File: src/rtl/pwm_climit_pkg.sv
package pwm_climit_pkg;

  // Strobes from control to datapath for one clock
  typedef struct packed {
    logic holdZero;    // force count to zero (disabled)
    logic wrap;        // period ends this cycle, count returns to zero
    logic loadShadow;  // capture period/duty inputs at this edge
    logic clearTrip;   // drop the held trip at this edge
  } pwmStrobe_t;

endpackage

File: src/rtl/pwm_climit_dp.sv
module pwm_climit_dp
  import pwm_climit_pkg::*;
#(
  parameter int CNT_W     = 8,
  parameter int RAMP_CLKS = 2
) (
  input  logic             clk,
  input  logic             rstN,
  input  pwmStrobe_t       strobe,
  input  logic [CNT_W-1:0] periodIn,
  input  logic [CNT_W-1:0] dutyIn,
  output logic             atEnd,
  output logic             belowDuty,
  output logic             inRampWin,
  output logic [CNT_W-1:0] cntQ,
  output logic [CNT_W-1:0] periodQ,
  output logic [CNT_W-1:0] dutyQ
);

  localparam logic [CNT_W-1:0] ONE  = {{(CNT_W-1){1'b0}}, 1'b1};
  localparam logic [CNT_W-1:0] ZERO = '0;

  logic [CNT_W-1:0] cntNext;

  // Period counter
  always_comb begin
    if (strobe.holdZero || strobe.wrap) cntNext = ZERO;
    else                                cntNext = cntQ + ONE;
  end

  always_ff @(posedge clk or negedge rstN) begin
    if (!rstN) cntQ <= ZERO;
    else       cntQ <= cntNext;
  end

  // Double-buffered settings
  always_ff @(posedge clk or negedge rstN) begin
    if (!rstN) begin
      periodQ <= ZERO;
      dutyQ   <= ZERO;
    end else if (strobe.loadShadow) begin
      periodQ <= periodIn;
      dutyQ   <= dutyIn;
    end
  end

  // Magnitude comparators
  always_comb begin
    atEnd     = (cntQ == periodQ);
    belowDuty = (cntQ < dutyQ);
  end

  // Ramp window compare, variant picked by parameter
  generate
    if (RAMP_CLKS <= 0) begin : g_noRamp
      assign inRampWin = 1'b0;
    end else begin : g_ramp
      localparam logic [CNT_W:0] RAMP_LIM = (CNT_W+1)'(RAMP_CLKS);
      assign inRampWin = ({1'b0, cntQ} < RAMP_LIM);
    end
  endgenerate

endmodule

File: src/rtl/pwm_climit_ctl.sv
module pwm_climit_ctl
  import pwm_climit_pkg::*;
(
  input  logic       clk,
  input  logic       rstN,
  input  logic       enable,
  input  logic       tripIn,
  input  logic       atEnd,
  input  logic       belowDuty,
  input  logic       inRampWin,
  output pwmStrobe_t strobe,
  output logic       pwmOut,
  output logic       rampRst
);

  logic tripHeld;

  always_comb begin
    strobe.holdZero   = !enable;
    strobe.wrap       = enable && atEnd;
    strobe.loadShadow = !enable || atEnd;
    strobe.clearTrip  = !enable || atEnd;
  end

  // Trip latch: set by any trip seen inside a period, cleared at boundary
  always_ff @(posedge clk or negedge rstN) begin
    if (!rstN)                 tripHeld <= 1'b0;
    else if (strobe.clearTrip) tripHeld <= 1'b0;
    else if (tripIn)           tripHeld <= 1'b1;
  end

  // Output stage: duty compare sets the limit, trip cuts it at once
  always_comb begin
    pwmOut  = enable && belowDuty && !tripHeld && !tripIn;
    rampRst = enable && inRampWin;
  end

endmodule

File: src/rtl/pwm_climit.sv
module pwm_climit
  import pwm_climit_pkg::*;
#(
  parameter int CNT_W     = 8,
  parameter int RAMP_CLKS = 2
) (
  input  logic             clk,
  input  logic             rstN,
  input  logic             enable,
  input  logic [CNT_W-1:0] periodIn,
  input  logic [CNT_W-1:0] dutyIn,
  input  logic             tripIn,
  output logic             pwmOut,
  output logic             rampRst
);

  pwmStrobe_t       strobe;
  logic             atEnd;
  logic             belowDuty;
  logic             inRampWin;
  logic [CNT_W-1:0] cntQ;
  logic [CNT_W-1:0] periodQ;
  logic [CNT_W-1:0] dutyQ;

  pwm_climit_dp #(.CNT_W(CNT_W), .RAMP_CLKS(RAMP_CLKS)) u_dp (
    .clk       (clk),
    .rstN      (rstN),
    .strobe    (strobe),
    .periodIn  (periodIn),
    .dutyIn    (dutyIn),
    .atEnd     (atEnd),
    .belowDuty (belowDuty),
    .inRampWin (inRampWin),
    .cntQ      (cntQ),
    .periodQ   (periodQ),
    .dutyQ     (dutyQ)
  );

  pwm_climit_ctl u_ctl (
    .clk       (clk),
    .rstN      (rstN),
    .enable    (enable),
    .tripIn    (tripIn),
    .atEnd     (atEnd),
    .belowDuty (belowDuty),
    .inRampWin (inRampWin),
    .strobe    (strobe),
    .pwmOut    (pwmOut),
    .rampRst   (rampRst)
  );

endmodule

File: config.mk
export PLATFORM = sky130hd
export DESIGN_NAME = pwm_climit
export DESIGN_NICKNAME = d
export VERILOG_FILES = /design/src/rtl/pwm_climit_pkg.sv /design/src/rtl/pwm_climit_dp.sv /design/src/rtl/pwm_climit_ctl.sv /design/src/rtl/pwm_climit.sv
export SDC_FILE = /design/constraint.sdc
export NUM_CORES = 1
export LEC_CHECK = 0
export CAP_MARGIN = 0
export CORE_MARGIN = 5
export CORE_UTILIZATION = 47
export CTS_CLUSTER_DIAMETER = 100
export DETAILED_ROUTE_END_ITERATION = 6
export PLACE_DENSITY = 0.84
export SLEW_MARGIN = 40
export SYNTH_ARGS = -nofsm -noshare
export SYNTH_HDL_FRONTEND = slang
export SYNTH_HIERARCHICAL = 1
export SYNTH_SLANG_ARGS = --single-unit
File: constraint.sdc
create_clock -name clk -period 1.7 [get_ports clk]
set_input_delay 0.34 -clock clk [delete_from_list [all_inputs] [get_ports clk]]
set_output_delay 0.34 -clock clk [all_outputs]
set_load 0.05 [all_outputs]
; ---- Word level (Yosys, flattened, before mapping)
; Index checks and enable logic that the tools add are counted.
[totals]
regBits = 25
latchBits = 0
mem_bits_rw = 0
romBits = 0
input_bits = 20
out_inout_bits = 2
wordCells = 22
n_memories = 0
[classes]
n_addsub = 1
mul = 0
div_mod_pow = 0
n_lt_le_gt_ge = 2
eq_ne = 1
shifts = 0
muxes = 3
bitwise = 0
n_reduce_logical = 11
[op_table]
columns = cell, n
row1 = $add 8x1->8 const B, 1
row2 = $eq 8x8->1, 1
row3 = $lt 8x2->1 const B, 1
row4 = $lt 8x8->1, 1
row5 = $mux 8, 1
row6 = $logic_and 1x1->1, 5
row7 = $logic_not 1->1, 3
row8 = $logic_or 1x1->1, 2
row9 = $mux 1, 2
row10 = $reduce_bool 2->1, 1

; ---- Longest topological paths before layout
; Gate-level depths: netlist (run 1).
[logic_depth]
depth_word = 4
mapped_depth = 9

; ---- Cells and area by module
; Netlist (run 1), hierarchy kept.
[by_module_without_submodules]
columns = module, n_inst, cells_per_inst, area_per_inst_um2
row1 = pwm_climit_dp, 1, 118, 1227.4
row2 = pwm_climit_ctl, 1, 9, 72.6

; ---- Least setup slack after synthesis (run 1)
; OpenSTA, ideal clock, no wires.
[synth_path]
kind = flip-flop to output port
from = register u_dp.cntQ[4]
to = output rampRst
arrival_time_ns = 1.535
t_required_ns = 1.360
setup_slack_ns = -0.175
stages_incl_launch_ff = 4
cell_sequence = dfrtp_1 or4_1 nor4_2 and2_1
[synth_via]
elab_chain_len = 2
[synth_rtl]
columns = element, line
row1 = start: declaration, pwm_climit_dp.sv:15  ; output logic [CNT_W-1:0] cntQ,
row2 = start signal: assignment, pwm_climit_dp.sv:33  ; else cntQ <= cntNext;
row3 = $lt 8x2->1, pwm_climit_dp.sv:59  ; assign inRampWin = ({1'b0, cntQ} < RAMP_LIM);
row4 = named net inRampWin, pwm_climit.sv:20  ; logic inRampWin;
row5 = $logic_and 1x1->1, pwm_climit_ctl.sv:35  ; rampRst = enable && inRampWin;
row6 = end: declaration, pwm_climit.sv:14  ; output logic rampRst
; The timed path passes the listed nets, and every way through them passes these cells.

; ---- Final worst setup path (run 1)
[layout_path]
from = register u_dp.cntQ[7]
to = output rampRst
; Same word-level chain as after synthesis.

==> results of run 1 <==
[path summary, 6_finish.rpt]
path | from | to | slack [ps]
max | u_dp/cntQ[7] | rampRst | -410
min | rstN | u_dp/dutyQ[6] | 370
max reg2reg | u_dp/cntQ[2] | u_dp/periodQ[0] | -210
min reg2reg | u_ctl/tripHeld | u_ctl/tripHeld | 520
max in group asynchronous | rstN | u_dp/dutyQ[2] | 1080
min in group clk | u_ctl/tripHeld | u_ctl/tripHeld | 520
[routing by layer]
metal / track usage, % / wire [um] / vias to the layer above
met5: 0 / 0 / -
met4: 3.98 / 31 / 0
met3: 3.78 / 123 / 3
met2: 26.8 / 1500 / 26
met1: 18.8 / 1140 / 497
li1: - / - / 494
[kinds of logic after synthesis]
kind of cell	after synthesis	share of synthesized area, %
buffers and inverters	15	5.10
and+or+nand+nor	40	16.4
AOI/OAI and AO/OA	19	7.51
muxes	9	7.80
DFF	25	48.1
adders and majority gates	8	7.70
xor gates and xnor gates	11	7.41
[power by group]
group,switching [mW],internal [mW]
registers,0.0308,0.641
logic,0.131,0.166
clock network,0.172,0.0919
total,0.334,0.898
[area by class of cell]
class                      count  area [um2]  area share (%)
multi-input combinational     87         717            40.1
timing repair buffer          35         347            19.4
tap                           31        38.8            2.17
inverter                       9        33.8            1.89
sequential                    25         626            35.0
clock buffer                   4        26.3            1.47
[cells in the final DEF (no fill, tap or decap), types with 2 or more instances in the layout]
master | synthesis | final
dfrtp_1 | 25 | 25
ha_1 | 8 | 5
nand2_1 | 10 | 10
a21oi_2 | 0 | 7
inv_1 | 9 | 6
nor2_2 | 0 | 3
nand4_1 | 2 | 2
clkdlybuf4s50_1 | 0 | 19
inv_2 | 0 | 3
mux2_2 | 9 | 9
o21ai_0 | 11 | 10
nor2_1 | 9 | 6
buf_6 | 0 | 3
nand3_1 | 6 | 6
xnor2_1 | 9 | 7
xor2_1 | 2 | 2
clkbuf_4 | 0 | 3
or3_1 | 3 | 3
buf_4 | 2 | 11
ha_4 | 0 | 3
xnor2_2 | 0 | 2
buf_12 | 0 | 2
[state kept, by name (all words and copies together), names as in the netlist]
name            count
u_dp/cntQ           8
u_ctl/tripHeld      1
u_dp/dutyQ          8
u_dp/periodQ        8
[worst max-delay path, cell delays in order (launching register included)]
cell     delay, ps
dfrtp_1        440
buf_6          130
or4_4          430
nor4_4         140
and2_4         180
buf_12         130
[repair_timing]
action	4_1_cts	5_1_grt
resized for setup	10	15
pin swaps	7	5
endpoints found under the setup margin	18	25
hold buffers	0	0
setup buffers	1	1
[stage by stage]
| step | area, um2 | utilization (%) | TNS, ps |
|---|---|---|---|
| after floorplan | 1310 | - | 0 |
| after global placement | 1630 | 60.3 | -1020 |
| after detailed placement | 1630 | 60.3 | -1310 |
| after CTS | 1710 | 63.1 | -4080 |
| after global routing | 1790 | 66.0 | -5280 |
| final | 1790 | 66.0 | -3440 |
==> implementation parameters, run 1 <==
Parameter                              Value

Run status
  Outcome    finished with violations
  Violations in the final reports    setup timing

Clock network
  H-Tree Level Count    1
  Root buffer selected by CTS    clkbuf_4
  Maximum buffer depth of the clock tree    2
  CTS tree    done
  Clock latency at the later pin of the worst-skew pair    around 320 ps
  Clock sink count    25
  Clock-pin slew of the registers on the worst-case setup and hold paths    approximately 130 ps
  Clock buffer count from CTS    3

Global route
  Global route overflow    0
  Initial antenna violation count    0
  Number of global-route vias before repair    1033
  All-Layer GR Usage    approximately 15%
  Global-route wire length before repair    roughly 4900 um
  Largest net degree at the start of global routing    26

Route
  Violation count after the first detailed-routing iteration    64
  DR vias    a little over 1000
  Via count normalized by instance count    between 5 and 6
  Length of the first detailed-routing pass in iterations    4
  Post-route DRC    0
  Antenna violation net count after detailed routing    0
  Wire length after detailed routing    around 2800 um
  Detailed-route wire length per cell    ~15 um

Place
  Number of port buffers    21
  Placer's final routability congestion estimate    roughly 0.77
  Post-DP HPWL    roughly 2100 um
  DP Cell Count    between 150 and 200
  Worst Setup Slack post-DPL    -155 ps

Yosys
  Dominant cells by area after synthesis    dfrtp_1 (48%), mux2_2 (7.8%), ha_1 (7.7%)
  Total of warnings raised by yosys    6
  Number of synthesized register bits    25
  Count of distinct cell types in the synthesized netlist    26
  Fraction of the yosys area taken by sequential cells    ~48%
  Synthesized net count    around 160
  Top post-synthesis cells by count    dfrtp_1 (25), o21ai_0 (11), nand2_1 (10)
  Number of enable-type register cells in the synthesized netlist    0
  Fraction of post-synthesis cell area in the top cell type by area    slightly below 50%
  Share of flip-flops with an asynchronous set or reset    100%
  Most frequent cell after synthesis    dfrtp_1
  Post-Synthesis Cells    127
  Cell area after synthesis    between 1000 and 1500 um2
  Commonest register cell after synthesis    dfrtp_1
  Area leader, netlist    dfrtp_1
  Synthesized area divided by synthesized cell count    around 10 um2

STA
  Pin slew with the least headroom to its limit    328 ps
  Remaining max-slew budget at the tightest pin    approximately 78%
  Share of the cycle needed by the critical path after routing    124%
  Peak clock frequency supported by timing    about 470 MHz
  Final number of max-transition violations    0
  Worst-case setup margin in the final layout    -413 ps
  RSZ-0062 raised after global routing    yes
  Tightest hold margin    370 ps
  Final hold violations    0
  Worst clock skew    ~3.4 ps
  Post-route minimum period    between 2000 and 2500 ps
  Number of setup violations in the final report    18

Die
  Core outline area    2710 um2
  Die Footprint    roughly 4000 um2
  Initial Utilization    between 40% and 50%
  Top Ports    22
  Number of placement rows    19
  Overall die width    62.6 um
  Chip height    62.6 um

Worst setup path
  CP Launch Type    flop
  Depth of the worst register-to-register path    7
  Critical Path RT    approximately 1400 ps
  Startpoint-to-endpoint class of the critical path    flop to output port
  Arrival time reported for the critical path endpoint    roughly 1800 ps
  Critical path endpoint category    output port
  Critical path peak fanout    2

Final layout
  Proportion of layout cells with a drive suffix above 1    roughly a third
  Ant diodes    0
  Layout Area Growth over Synthesis    37.5%
  Final-stage net count    ~190
  Post-route insts no fill    about 190
  Filler cells    ~240

Power
  Overall power of the completed layout    approximately 1.2 mW
  Leak    a little under 0.8 nW
  Power per Cell Area    ~690 nW/um2
  Maximum vdd drop    approximately 0.00057 V

Flow run
  Maxcap violations    0

Worst hold path
  Worst min path class    input pin to asynchronous set/reset pin
(Power assumes the default switching activity.)
==> run 2, diff against run 1 <==
- CORE_UTILIZATION: 47 -> 23
- PLACE_DENSITY: 0.84 -> 0.51
==> implementation parameters, run 2 (same netlist as run 1, synthesis figures left out) <==
Parameter                              Value

Power
  Part of the power in the clock network    27.1% (+5.7 points)
  Power per Cell Area    720 nW/um2 (+4.5%)
  Switching component of the power    0.324 mW (-3.0%)
  Combinational fraction of design power    20.8% (-3.3 points)
  Internal Power    0.955 mW (+6.3%)
  Leak    0.774 nW (-0.17%)
  Share of total power consumed by net switching    25.3% (-1.8 points)
  Maximum vdd drop    0.000455 V (-20%)
  Sequential power share    52.1% (-2.4 points)
  Overall power of the completed layout    1.28 mW (+3.8%)

STA
  Number of setup violations in the final report    19 (+1)
  Tightest hold margin    432 ps (+62.8 ps)
  Setup TNS    -3600 ps (-159 ps)
  Share of the cycle needed by the critical path after routing    120% (-4.3 points)
  Post-route minimum period    2040 ps (-73.9 ps)
  Remaining max-slew budget at the tightest pin    77.9% (-0.22 points)
  Peak clock frequency supported by timing    490 MHz (+3.6%)
  Final number of max-transition violations    0 (unchanged)
  Worst clock skew    8.34 ps (+4.90 ps)
  Worst-case setup margin in the final layout    -339 ps (+73.9 ps)
  Pin slew with the least headroom to its limit    331 ps (+3.26 ps)
  RSZ-0062 raised after global routing    yes
  Final hold violations    0 (unchanged)

Final layout
  Combined area of the multi-input logic cells    646 um2 (-9.9%)
  Most used cells in the layout excluding fill and tap cells    dfrtp_1 (25), clkdlybuf4s50_1 (19), buf_4 (14)
  Ant diodes    0 (unchanged)
  Most common library cell in the layout ignoring fill and taps    dfrtp_1
  Filler cells    558 (+130%)
  Final-stage net count    189 (unchanged)
  Final core occ    32.2% (-34 points)
  Post-route insts no fill    232 (+21%)
  Proportion of layout cells with a drive suffix above 1    24.4% (-9.4 points)
  Layout Area Growth over Synthesis    36.6%
  Flip-flop and latch area    626 um2 (unchanged)
  Registers with the most flip-flops    u_dp/cntQ x8, u_dp/dutyQ x8, u_dp/periodQ x8

Clock network
  Clock sink count    25 (unchanged)
  Clock latency at the later pin of the worst-skew pair    270 ps (-50 ps)
  Root buffer selected by CTS    clkbuf_8
  H-Tree Level Count    1 (unchanged)
  Clock-pin slew of the registers on the worst-case setup and hold paths    90 ps (-40 ps)
  CTS tree    done
  Clock buffer count from CTS    3 (unchanged)
  Maximum buffer depth of the clock tree    2 (unchanged)

Die
  Overall die width    85.2 um (+36%)
  Core outline area    5510 um2 (+100%)
  Die Footprint    7260 um2 (+85%)
  Initial Utilization    23.6% (-24 points)
  Chip height    85.2 um (+36%)
  Number of placement rows    27 (+8)
  Top Ports    22 (unchanged)

Place
  DP Cell Count    227 (+23%)
  Number of port buffers    21 (unchanged)
  Placer's final routability congestion estimate    0.818 (+5.9%)
  Post-DP HPWL    2170 um (+2.0%)

Route
  Violation count after the first detailed-routing iteration    18 (-72%)
  Antenna violation net count after detailed routing    0 (unchanged)
  Length of the first detailed-routing pass in iterations    4 (unchanged)
  Wire length after detailed routing    2720 um (-2.7%)
  Detailed-route wire length per cell    11.7 um (-20%)
  Post-route DRC    0 (unchanged)
  DR vias    946 (-7.3%)
  Via count normalized by instance count    4.08 (-24%)

Worst setup path
  Reg-to-reg critical path endpoint    u_dp/periodQ[4]
  Source of the critical timing path    u_dp/cntQ[4]
  Critical Path RT    1360 ps (about the same)
  Critical path endpoint category    output port
  Depth of the worst register-to-register path    7 (unchanged)
  Register-to-register path setup slack    -220 ps (about the same)
  Critical register-to-register path startpoint    u_dp/cntQ[7]
  CP Launch Type    flop
  Critical path peak fanout    3 (+1)
  Arrival time reported for the critical path endpoint    1700 ps (-70 ps)
  Startpoint-to-endpoint class of the critical path    flop to output port
  Destination of the critical timing path    rampRst

Flow run
  Maxcap violations    0 (unchanged)

Global route
  Largest net degree at the start of global routing    26 (unchanged)
  Global route overflow    0 (unchanged)
  All-Layer GR Usage    7.79% (-7.6 points)
  Number of global-route vias before repair    1009 (-2.3%)
  Initial antenna violation count    0 (unchanged)
  Global-route wire length before repair    4530 um (-7.8%)

Run status
  Violations in the final reports    setup timing
  Outcome    finished with violations

Worst hold path
  Worst min path class    input pin to asynchronous set/reset pin
==> run 2: cell count changes in the layout (fill, tap and decap cells not counted), moves of 2 or more <==
cell | previous run | this run
clkbuf_8 | 0 | 3
a21oi_1 | 0 | 5
ha_1 | 5 | 7
clkbuf_4 | 3 | 0
nor2_2 | 3 | 0
inv_1 | 6 | 9
inv_2 | 3 | 0
a21oi_2 | 7 | 2
buf_6 | 3 | 0
ha_4 | 3 | 1
buf_4 | 11 | 14
nor2_1 | 6 | 9
==> run 2: power by group through the flow <==
stage / logic (mW) / registers (mW) / clock network, mW
after CTS: 0.271 / 0.666 / 0.367
after detailed placement: 0.266 / 0.679 / 0
after global placement: 0.262 / 0.677 / 0
after global routing: 0.297 / 0.674 / 0.391
final: 0.267 / 0.666 / 0.346
after floorplan: 0.149 / 0.675 / 0
==> run 2: critical path, cell delays in order (launching register included) <==
cell	delay, ps
dfrtp_1	410
or4_1	540
nor4_2	170
and2_4	190
buf_12	130
==> run 2: repair_timing <==
| action | in CTS | in global routing |
|---|---|---|
| cloned | 0 | 0 |
| hold buffers | 0 | 0 |
| hold endpoints to repair | 0 | 0 |
| setup endpoints to repair | 18 | 24 |
| pin swaps | 2 | 1 |
| gates resized for setup | 3 | 2 |
| buffers inserted | 1 | 0 |
==> run 2: final cells by class <==
cell class / instances / area share, %
Clock buffer: 4 / 2.54
Sequential cell: 25 / 35.2
Inverter: 9 / 1.90
Tap cell: 72 / 5.07
Timing Repair Buffer: 35 / 18.9
Multi-Input combinational cell: 87 / 36.4
==> run 2: how the worst min path moves through the flow <==
stage	from	end	slack (ps)	cells past startpoint
2_1_floorplan	rstN	u_ctl/tripHeld	40	0
3_3_place_gp	u_ctl/tripHeld	u_ctl/tripHeld	490	2
3_5_place_dp	u_dp/dutyQ[0]	u_dp/dutyQ[0]	490	1
4_1_cts	rstN	u_dp/dutyQ[5]	440	2
5_1_grt	rstN	u_dp/dutyQ[5]	480	2
6_report	rstN	u_dp/dutyQ[5]	430	2
==> run 2: through the flow <==
step                cell area [um2]  worst slack, ps
floorplan                      1310             1.09
global route                   1780             -435
detailed placement             1690             -119
global placement               1690             -124
CTS                            1760             -392
finish                         1780             -339
==> run 2: routing by layer <==
| layer | vias up | routed length, um | global-route usage [%] |
|---|---|---|---|
| met5 | - | 0 | 0 |
| met1 | 432 | 1300 | 10.3 |
| met3 | 2 | 134 | 2.82 |
| met4 | 0 | 14 | 1.44 |
| li1 | 495 | - | - |
| met2 | 17 | 1270 | 12.4 |
==> run 3, diff against run 2 <==
- CORE_MARGIN: 5 -> 2
- GPL_TIMING_DRIVEN: default -> 1
==> implementation parameters, run 3 (same netlist as run 1, synthesis figures left out) <==
Parameter                              Value

Run status
  Outcome    finished with violations
  Violations in the final reports    setup timing

Power
  Sequential power share    51.3% (-0.8 points)
  Share of total power consumed by net switching    26.1% (+0.77 points)
  Maximum vdd drop    0.000448 V (-1.6%)
  Internal Power    0.959 mW (+0.44%)
  Power per Cell Area    719 nW/um2 (-0.27%)
  Switching component of the power    0.339 mW (+4.6%)
  Leak    0.793 nW (+2.3%)
  Part of the power in the clock network    27.1% (about the same)
  Combinational fraction of design power    21.6% (+0.8 points)

STA
  Final number of max-transition violations    0 (unchanged)
  Worst-case setup margin in the final layout    -365 ps (-26.5 ps)
  Worst clock skew    7.78 ps (-0.564 ps)
  RSZ-0062 raised after global routing    yes
  Number of setup violations in the final report    19 (unchanged)
  Remaining max-slew budget at the tightest pin    77.4% (-0.53 points)
  Pin slew with the least headroom to its limit    339 ps (+7.92 ps)
  Final hold violations    0 (unchanged)
  Post-route minimum period    2070 ps (+26.5 ps)
  Share of the cycle needed by the critical path after routing    121% (+1.6 points)
  Peak clock frequency supported by timing    484 MHz (-1.3%)

Place
  Number of port buffers    21 (unchanged)
  Post-DP HPWL    2120 um (-2.4%)
  DP Cell Count    228 (+0.44%)
  Placer's final routability congestion estimate    0.821 (+0.34%)
  Worst Setup Slack post-DPL    -103 ps (+15.3 ps)

Clock network
  Clock sink count    25 (unchanged)
  Clock buffer count from CTS    3 (unchanged)
  H-Tree Level Count    1 (unchanged)
  Clock latency at the later pin of the worst-skew pair    270 ps (about the same)
  Root buffer selected by CTS    clkbuf_8
  Clock-pin slew of the registers on the worst-case setup and hold paths    90 ps (about the same)
  Hold_buf cts    0 (unchanged)
  Maximum buffer depth of the clock tree    2 (unchanged)
  CTS tree    done

Die
  Chip height    79.2 um (-7.0%)
  Overall die width    79.2 um (-7.0%)
  Die Footprint    6270 um2 (-14%)
  Core outline area    5470 um2 (-0.61%)
  Number of placement rows    27 (unchanged)
  Initial Utilization    23.8% (+0.15 points)
  Top Ports    22 (unchanged)

Worst setup path
  Maximum cell stage delay along the critical path    420 ps (-120 ps)
  CP Launch Type    flop
  Critical Path RT    1360 ps (about the same)
  Cell type with the highest occurrence count on the critical path    a21oi_1
  Register-to-register path setup slack    -230 ps (about the same)
  Critical register-to-register path startpoint    u_dp/cntQ[4]
  Critical path peak fanout    3 (unchanged)
  Cell type of the slowest stage on the worst timing path    dfrtp_1
  Arrival time reported for the critical path endpoint    1730 ps (+30 ps)
  Reg-to-reg critical path endpoint    u_dp/periodQ[5]
  Depth of the worst register-to-register path    7 (unchanged)
  Cell Chain, Critical Path    ha_1 > a21oi_1 > o211ai_1 > a21oi_1 > and3_4 > buf_12
  Startpoint-to-endpoint class of the critical path    flop to output port
  Critical path endpoint category    output port

Route
  DR vias    969 (+2.4%)
  Wire length after detailed routing    2830 um (+4.1%)
  Antenna violation net count after detailed routing    0 (unchanged)
  Via count normalized by instance count    4.12 (+1.1%)
  Violation count after the first detailed-routing iteration    39 (+21)
  Length of the first detailed-routing pass in iterations    4 (unchanged)
  Detailed-route wire length per cell    12.0 um (+2.8%)
  Post-route DRC    0 (unchanged)

Final layout
  Ant diodes    0 (unchanged)
  Final core occ    33.0% (+0.77 points)
  Most used cells in the layout excluding fill and tap cells    dfrtp_1 (25), clkdlybuf4s50_1 (19), buf_4 (17)
  Registers with the most flip-flops    u_dp/cntQ x8, u_dp/dutyQ x8, u_dp/periodQ x8
  Layout Area Growth over Synthesis    39.0%
  Most common library cell in the layout ignoring fill and taps    dfrtp_1
  Post-route insts no fill    235 (+1.3%)
  Final-stage net count    192 (+1.6%)
  Proportion of layout cells with a drive suffix above 1    27.0% (+2.6 points)

Global route
  Global route overflow    0 (unchanged)
  Global-route wire length before repair    4800 um (+5.8%)
  Initial antenna violation count    0 (unchanged)
  All-Layer GR Usage    9.69% (+1.9 points)
  Largest net degree at the start of global routing    26 (unchanged)
  Number of global-route vias before repair    1036 (+2.7%)

Worst hold path
  Worst min path class    input pin to asynchronous set/reset pin

Flow run
  Maxcap violations    0 (unchanged)
-- run 3: cell count changes in the layout (fill, tap and decap cells not counted) --
cell | before | now
buf_4 | 14 | 17
clkbuf_1 | 1 | 0
clkinv_2 | 0 | 1
nor2_1 | 9 | 8
nor2_2 | 0 | 1
nor4_2 | 1 | 0
nor4_4 | 0 | 1
or4_1 | 1 | 0
or4_4 | 0 | 1
xnor2_1 | 8 | 9
xnor2_2 | 1 | 0
-- run 3: worst max-delay path: cells and delay by family, from the launching register on --
family | cells | cell delay, ps
flops | 1 | 420
compound gates | 3 | 380
fa+ha+maj | 1 | 320
simple gates | 1 | 210
buf+inv | 1 | 130
-- run 3: routing by layer --
layer | up-vias | track usage (%) | share of wire (%) | wire length, um
met3 | 2 | 2.61 | 4.5 | 128
li1 | 496 | - | - | -
met4 | 0 | 1.55 | 0.35 | 10
met5 | - | 0 | 0 | 0
met1 | 452 | 12.5 | 46 | 1300
met2 | 19 | 16.4 | 49 | 1380
-- run 3: worst max-delay path by stage --
stage | start | to | slack [ps] | cells past startpoint
finish | u_dp/cntQ[4] | pwmOut | -370 | 6
global placement | u_dp/cntQ[4] | u_dp/periodQ[7] | -90 | 6
CTS | u_dp/cntQ[4] | rampRst | -390 | 4
detailed placement | u_dp/cntQ[4] | u_dp/periodQ[5] | -100 | 6
global route | u_dp/cntQ[2] | pwmOut | -450 | 6
floorplan | u_dp/cntQ[4] | rampRst | 1 | 3
-- run 3: what timing repair did --
item,4_1_cts,5_1_grt
pin swaps,2,1
gates resized for setup,0,7
setup buffers,1,2
endpoints found under the setup margin,19,26
-- run 3: metrics by stage --
| step | hold WS [ps] | power [mW] | TNS [ps] | cell area [um2] |
|---|---|---|---|---|
| global route | 468 | 1.38 | -5880 | 1810 |
| CTS | 448 | 1.31 | -2790 | 1750 |
| detailed placement | 496 | 0.946 | -1180 | 1700 |
| floorplan | 44.4 | 0.824 | 0 | 1310 |
| global placement | 484 | 0.940 | -973 | 1700 |
| finish | 437 | 1.30 | -3740 | 1810 |
-- run 3: cell type report --
| class | instances | area [um2] |
|---|---|---|
| tap | 72 | 90.1 |
| clock inverter | 1 | 5.00 |
| clock buffer | 3 | 41.3 |
| inverter | 9 | 33.8 |
| sequential | 25 | 626 |
| fill | 569 | 3670 |
| timing repair buffer | 38 | 358 |
| multi-input combinational | 87 | 653 |
-- run 3: power by group through the flow --
stage | Clock [mW] | Sequential, mW | Combinational [mW]
after floorplan | 0 | 0.675 | 0.149
after global placement | 0 | 0.677 | 0.262
after detailed placement | 0 | 0.680 | 0.266
after CTS | 0.378 | 0.668 | 0.268
after global routing | 0.397 | 0.672 | 0.312
final | 0.352 | 0.666 | 0.280
